<file path="config.mk">
export PLATFORM = sky130hd
export DESIGN_NAME = wdog_cascade
export DESIGN_NICKNAME = d
export VERILOG_FILES = /design/src/rtl/wdog_pkg.sv /design/src/rtl/wdog_stage.sv /design/src/rtl/wdog_ctrl.sv /design/src/rtl/wdog_cascade.sv
export SDC_FILE = /design/constraint.sdc
export NUM_CORES = 1
export LEC_CHECK = 0
export ABC_AREA = 1
export CAP_MARGIN = 5
export CORE_AREA = 8 8 57 59
export DETAILED_ROUTE_END_ITERATION = 8
export DIE_AREA = 0 0 65 67
export PLACE_DENSITY = 0.75
export SYNTH_ARGS = -nofsm -noshare
export SYNTH_HDL_FRONTEND = slang
export SYNTH_HIERARCHICAL = 1
export SYNTH_SLANG_ARGS = --single-unit
</file>
<file path="constraint.sdc">
create_clock -name clk -period 3 [get_ports clk]
set_input_delay 0.6 -clock clk [delete_from_list [all_inputs] [get_ports clk]]
set_output_delay 0.6 -clock clk [all_outputs]
set_load 0.005 [all_outputs]
</file>
<file path="src/rtl/wdog_pkg.sv">
package wdog_pkg;
    localparam int STAGE_W = 8;
    localparam int REG_W   = 8;
    localparam int SRC_BIT = 7;
    localparam int DIS_BIT = 6;
    localparam int HI_VIEW = REG_W - 2;

    typedef enum logic [1:0] {
        WD_IDLE = 2'd0,
        WD_RUN  = 2'd1,
        WD_TRIP = 2'd2
    } wd_state_e;
endpackage

</file>
<file path="src/rtl/wdog_stage.sv">
module wdog_stage #(
    parameter int W = 8
) (
    input  logic         clk,
    input  logic         rst,
    input  logic         load_i,
    input  logic         dec_i,
    output logic [W-1:0] cnt_o,
    output logic         uf_o
);
    logic [W-1:0] cnt_q;

    always_ff @(posedge clk) begin
        if (rst || load_i) begin
            cnt_q <= '1;
        end else if (dec_i) begin
            cnt_q <= cnt_q - W'(1);
        end
    end

    assign cnt_o = cnt_q;
    assign uf_o  = dec_i && (cnt_q == '0);

    // a reload request leaves the stage full
    a_r2_reload_full: assert property (@(posedge clk) disable iff (rst)
        load_i |=> (cnt_q == '1));

    // one step down per enabled tick, wrapping through zero
    a_r3_step_down: assert property (@(posedge clk) disable iff (rst)
        (dec_i && !load_i) |=> (cnt_q == $past(cnt_q) - W'(1)));
endmodule

</file>
<file path="src/rtl/wdog_ctrl.sv">
module wdog_ctrl
    import wdog_pkg::*;
(
    input  logic clk,
    input  logic rst,
    input  logic tick_i,
    input  logic wr_en_i,
    input  logic wr_src_i,
    input  logic wr_dis_i,
    input  logic stop_i,
    input  logic lo_uf_i,
    input  logic hi_uf_i,
    output logic load_o,
    output logic lo_dec_o,
    output logic hi_dec_o,
    output logic src_o,
    output logic dis_o,
    output logic rst_req_o
);
    wd_state_e state_q, state_d;
    logic      src_q, dis_q;
    logic      stop_trip, to_trip, running;

    assign running   = (state_q == WD_RUN);
    assign stop_trip = stop_i && dis_q;
    assign to_trip   = stop_trip || hi_uf_i;

    // counter controls: a write or stop trip suppresses any decrement
    always_comb begin
        lo_dec_o = running && tick_i && !wr_en_i && !stop_trip;
        hi_dec_o = running && !wr_en_i && !stop_trip &&
                   (src_q ? tick_i : lo_uf_i);
        load_o   = wr_en_i || to_trip;
    end

    // next-state logic
    always_comb begin
        state_d = state_q;
        unique case (state_q)
            WD_IDLE: if (wr_en_i) state_d = WD_RUN;            // T_START
            WD_RUN: begin
                if (to_trip)      state_d = WD_TRIP;           // T_TRIP
                else              state_d = WD_RUN;            // T_RELOAD / count
            end
            WD_TRIP: begin
                if (wr_en_i)      state_d = WD_RUN;            // T_START
                else              state_d = WD_IDLE;           // T_REARM
            end
            default:              state_d = WD_IDLE;
        endcase
    end

    // state register
    always_ff @(posedge clk) begin
        if (rst) state_q <= WD_IDLE;
        else     state_q <= state_d;
    end

    // control bits
    always_ff @(posedge clk) begin
        if (rst || to_trip) begin
            src_q <= 1'b0;
            dis_q <= 1'b0;
        end else if (wr_en_i) begin
            src_q <= wr_src_i;
            dis_q <= dis_q | wr_dis_i;
        end
    end

    // outputs
    always_comb begin
        rst_req_o = (state_q == WD_TRIP);
        src_o     = src_q;
        dis_o     = dis_q;
    end

    // the reset request never lasts two cycles
    a_r6_single_pulse: assert property (@(posedge clk) disable iff (rst)
        rst_req_o |=> !rst_req_o);

    // the disable bit survives anything except a trip
    a_r7_sticky_dis: assert property (@(posedge clk) disable iff (rst)
        (dis_q && !stop_i && !hi_uf_i) |=> dis_q);

    // stop with the disable bit set requests a reset
    a_r8_stop_trips: assert property (@(posedge clk) disable iff (rst)
        (stop_i && dis_q) |=> rst_req_o);

    // slow mode advances the high stage only on low-stage underflow
    a_r4_slow_gate: assert property (@(posedge clk) disable iff (rst)
        (hi_dec_o && !src_q) |-> lo_uf_i);
endmodule

</file>
<file path="src/rtl/wdog_cascade.sv">
module wdog_cascade
    import wdog_pkg::*;
(
    input  logic             clk,
    input  logic             rst,
    input  logic             tick_i,
    input  logic             wr_en_i,
    input  logic [REG_W-1:0] wr_data_i,
    input  logic             rd_en_i,
    input  logic             stop_exec_i,
    output logic [REG_W-1:0] rd_data_o,
    output logic             rst_req_o
);
    logic               load, lo_dec, hi_dec, lo_uf, hi_uf;
    logic               src, dis;
    logic [STAGE_W-1:0] lo_cnt, hi_cnt;

    wdog_ctrl u_ctrl (
        .clk       (clk),
        .rst       (rst),
        .tick_i    (tick_i),
        .wr_en_i   (wr_en_i),
        .wr_src_i  (wr_data_i[SRC_BIT]),
        .wr_dis_i  (wr_data_i[DIS_BIT]),
        .stop_i    (stop_exec_i),
        .lo_uf_i   (lo_uf),
        .hi_uf_i   (hi_uf),
        .load_o    (load),
        .lo_dec_o  (lo_dec),
        .hi_dec_o  (hi_dec),
        .src_o     (src),
        .dis_o     (dis),
        .rst_req_o (rst_req_o)
    );

    wdog_stage #(.W(STAGE_W)) u_lo (
        .clk    (clk),
        .rst    (rst),
        .load_i (load),
        .dec_i  (lo_dec),
        .cnt_o  (lo_cnt),
        .uf_o   (lo_uf)
    );

    wdog_stage #(.W(STAGE_W)) u_hi (
        .clk    (clk),
        .rst    (rst),
        .load_i (load),
        .dec_i  (hi_dec),
        .cnt_o  (hi_cnt),
        .uf_o   (hi_uf)
    );

    always_comb begin
        if (rd_en_i)
            rd_data_o = {src, dis, hi_cnt[STAGE_W-1 -: HI_VIEW]};
        else
            rd_data_o = '0;
    end
endmodule

</file>
==> flow_summary.json <==
{
  "status": "completed",
  "via_per_inst": 4.83,
  "drv_cap": 0,
  "drc_errors": 0,
  "wl_per_cell_um": 10.1,
  "drt_first_pass_iters": 4,
  "power_density_nw_per_um2": 351,
  "maxSlewHeadroom": 0.812,
  "postCtsHoldBufs": 0,
  "intPower_uw": 372,
  "final.setup_skew_ns": 0.00630,
  "synthDistinctLibCells": 19,
  "layout_commonest_cell": "nand2_1",
  "fin_ws_ns": 0.509,
  "io_pins": 23,
  "rsz0062_at_grt": "no",
  "root_buffer": "clkbuf_4",
  "crit_start": "wr_en_i",
  "rrSetupSlack_ns": 0.92,
  "hold_depth": 2,
  "grt_max_degree": 12,
  "clockBufferDepth": 2,
  "ys_seq_area_frac": 0.360,
  "initial_core_util": 0.470,
  "cts_buffers": 3,
  "clock-sinks": 20,
  "cts-resized-gates": 0,
  "rows": 18,
  "power_frac_seq": 0.567,
  "regToRegStartpoint": "u_ctrl/dis_o",
  "regToRegEndpoint": "u_hi/cnt_o[3]",
  "post-route-min-period_ns": 2.49,
  "pre_cts_ws_ns": 0.233,
  "dp_hpwl_mm": 1.72,
  "portBuffers": 16,
  "worstSetupEndpointType": "flip-flop",
  "fin_cells": 212,
  "cts_setup_buffers": 0,
  "critPathArrivalTime_ns": 2.68,
  "crit_path_start_kind": "input pin",
  "slowest_delay_ns": 0.53,
  "netSwitchingFraction": 0.228,
  "combPwrFrac": 0.113,
  "drt-total-wl_mm": 2.14,
  "clkTransAtPathRegs_ns": 0.12,
  "fin_area_um2": 1370,
  "h-tree-depth": 1,
  "insertion_delay_ns": 0.29,
  "final_cell_mix": "32 x nand2_1, 30 x inv_1, 20 x nand3_1, 20 x dfxtp_1, 16 x clkdlybuf4s50_1",
  "finalSetupViolCount": 0,
  "antenna_left": 0,
  "core_um2": 2360,
  "min-delay-start": "u_lo/cnt_o[7]",
  "die_area_um2": 4360,
  "vdd_drop_max_v": 0.000274,
  "timing.fmax_ghz": 0.401,
  "worstPathRequired_ns": 3.19,
  "cpMostUsedCell": "nor2_1",
  "dp_cells": 208,
  "setup-tns-final_ns": 0,
  "r2r_cells": 16,
  "grt_pass1_vias": 922,
  "yosys_warnings": 6,
  "worstHoldPathType": "flip-flop to flip-flop",
  "placed_area_um2": 1340,
  "syn_nets": 177,
  "p_total_uw": 482,
  "p_leak_uw": 0.000684,
  "place_congestion": 0.788,
  "critPathMaxFanout": 4,
  "nets": 201,
  "detail_route.iter0.violations": 40,
  "synth_cells": 159,
  "tightestPinTransition_ns": 0.282,
  "drive_gt1_frac": 0.176,
  "synth.avg_cell_area_um2": 7.00,
  "n_antenna_cell": 0,
  "crit_chain": "clkdlybuf4s50_1 > inv_1 > nand3_2 > nor2_1 > nand4_1 > nor2_1 > inv_1 > nor2_1 > nor2_1 > nor2_1 > nand4_1 > nor2_1 > a21oi_2 > nand2_1 > nor2_2 > a21boi_0 > o21ai_0",
  "min_to": "u_lo/cnt_o[7]",
  "cp_slowest_cell": "clkdlybuf4s50_1",
  "clkPwrFrac": 0.321,
  "crit_type": "input pin to flip-flop",
  "die_h_um": 67,
  "synth_seq_cells": 20,
  "grt_overflow_total": 0,
  "slew_violations": 0,
  "p_switching_uw": 110,
  "hold_viol_final": 0,
  "syn_to_final_growth_pct": 23.3,
  "fin_crit_sh": 0.830,
  "fillers": 231,
  "cts_tree": "yes",
  "antenna_found_initial": 0,
  "groute.usage.overall": 0.0997,
  "synth_area_um2": 1110,
  "die_w_um": 65,
  "grt_pass1_wl_mm": 3.57,
  "num_vias": 1025
}
-- cell usage after synthesis, drive strengths merged --
master | instances | area (um^2)
buf | 1 | 5.00
a21boi | 2 | 15.0
nand4 | 6 | 37.5
a21oi | 3 | 18.8
inv | 31 | 116
nor2 | 25 | 141
nand2 | 38 | 158
o21ai | 6 | 45.0
o211ai | 2 | 15.0
dfxtp | 20 | 400
nand3 | 21 | 110
ha | 4 | 50.1
-- area by class of cell --
type,instances,area [um^2],share of cell area
Multi-Input combinational cell,107,591,0.431
Sequential cell,20,400,0.292
Timing Repair Buffer,20,190,0.139
Inverter,31,116,0.0849
Tap cell,30,37.5,0.0274
Clock buffer,4,36.3,0.0265
-- logic make-up after synthesis --
logic type                 Yosys count  synth area share
DFF                                 20             0.360
buffers and inverters               32             0.109
AOI/OAI and AO/OA                   13            0.0844
adders and majority gates            4            0.0450
and+or+nand+nor                     90             0.402
-- sequential cells by signal, summed over array words and instances (netlist names) --
name / flops
u_ctrl/src_o: 1
u_ctrl/state_q: 2
u_hi/cnt_o: 8
u_ctrl/dis_o: 1
u_lo/cnt_o: 8
-- critical path, delay by kind of cell --
kind	cells	cell delay (ns)
and+or+nand+nor	11	0.94
AOI/OAI and AO/OA	3	0.46
buffers and inverters	3	0.67
-- worst max path at each step --
| stage | cells past startpoint | endpoint | slack [ns] |
|---|---|---|---|
| global route | 17 | u_lo/cnt_o[3] | 0.21 |
| global placement | 17 | u_hi/cnt_o[3] | 0.26 |
| CTS | 4 | rd_data_o[5] | 0.51 |
| finish | 17 | u_hi/cnt_o[3] | 0.51 |
| floorplan | 16 | u_hi/cnt_o[3] | 0.61 |
| detailed placement | 17 | u_lo/cnt_o[3] | 0.23 |
-- per-layer routing --
layer	up-vias	global-route usage	share of wire
li1	546	-	-
met3	2	0.0302	0.045
met2	12	0.188	0.49
met4	0	0.0245	0.0084
met1	465	0.106	0.45
met5	-	0	0
-- power by group through the flow --
stage | Combinational, uW | Clock (uW) | Sequential [uW]
2_1_floorplan | 25.9 | 0 | 279
3_5_place_dp | 55.1 | 0 | 279
4_1_cts | 55.4 | 158 | 273
3_3_place_gp | 54.1 | 0 | 279
6_report | 54.3 | 154 | 273
5_1_grt | 61.3 | 166 | 274
-- stage by stage --
stage	util	hold slack [ns]
after floorplan	-	0.430
after global placement	0.565	0.441
after detailed placement	0.565	0.443
after CTS	0.580	0.471
after global routing	0.580	0.514
final	0.580	0.469
No activity file was read; power rests on OpenSTA's default activity.
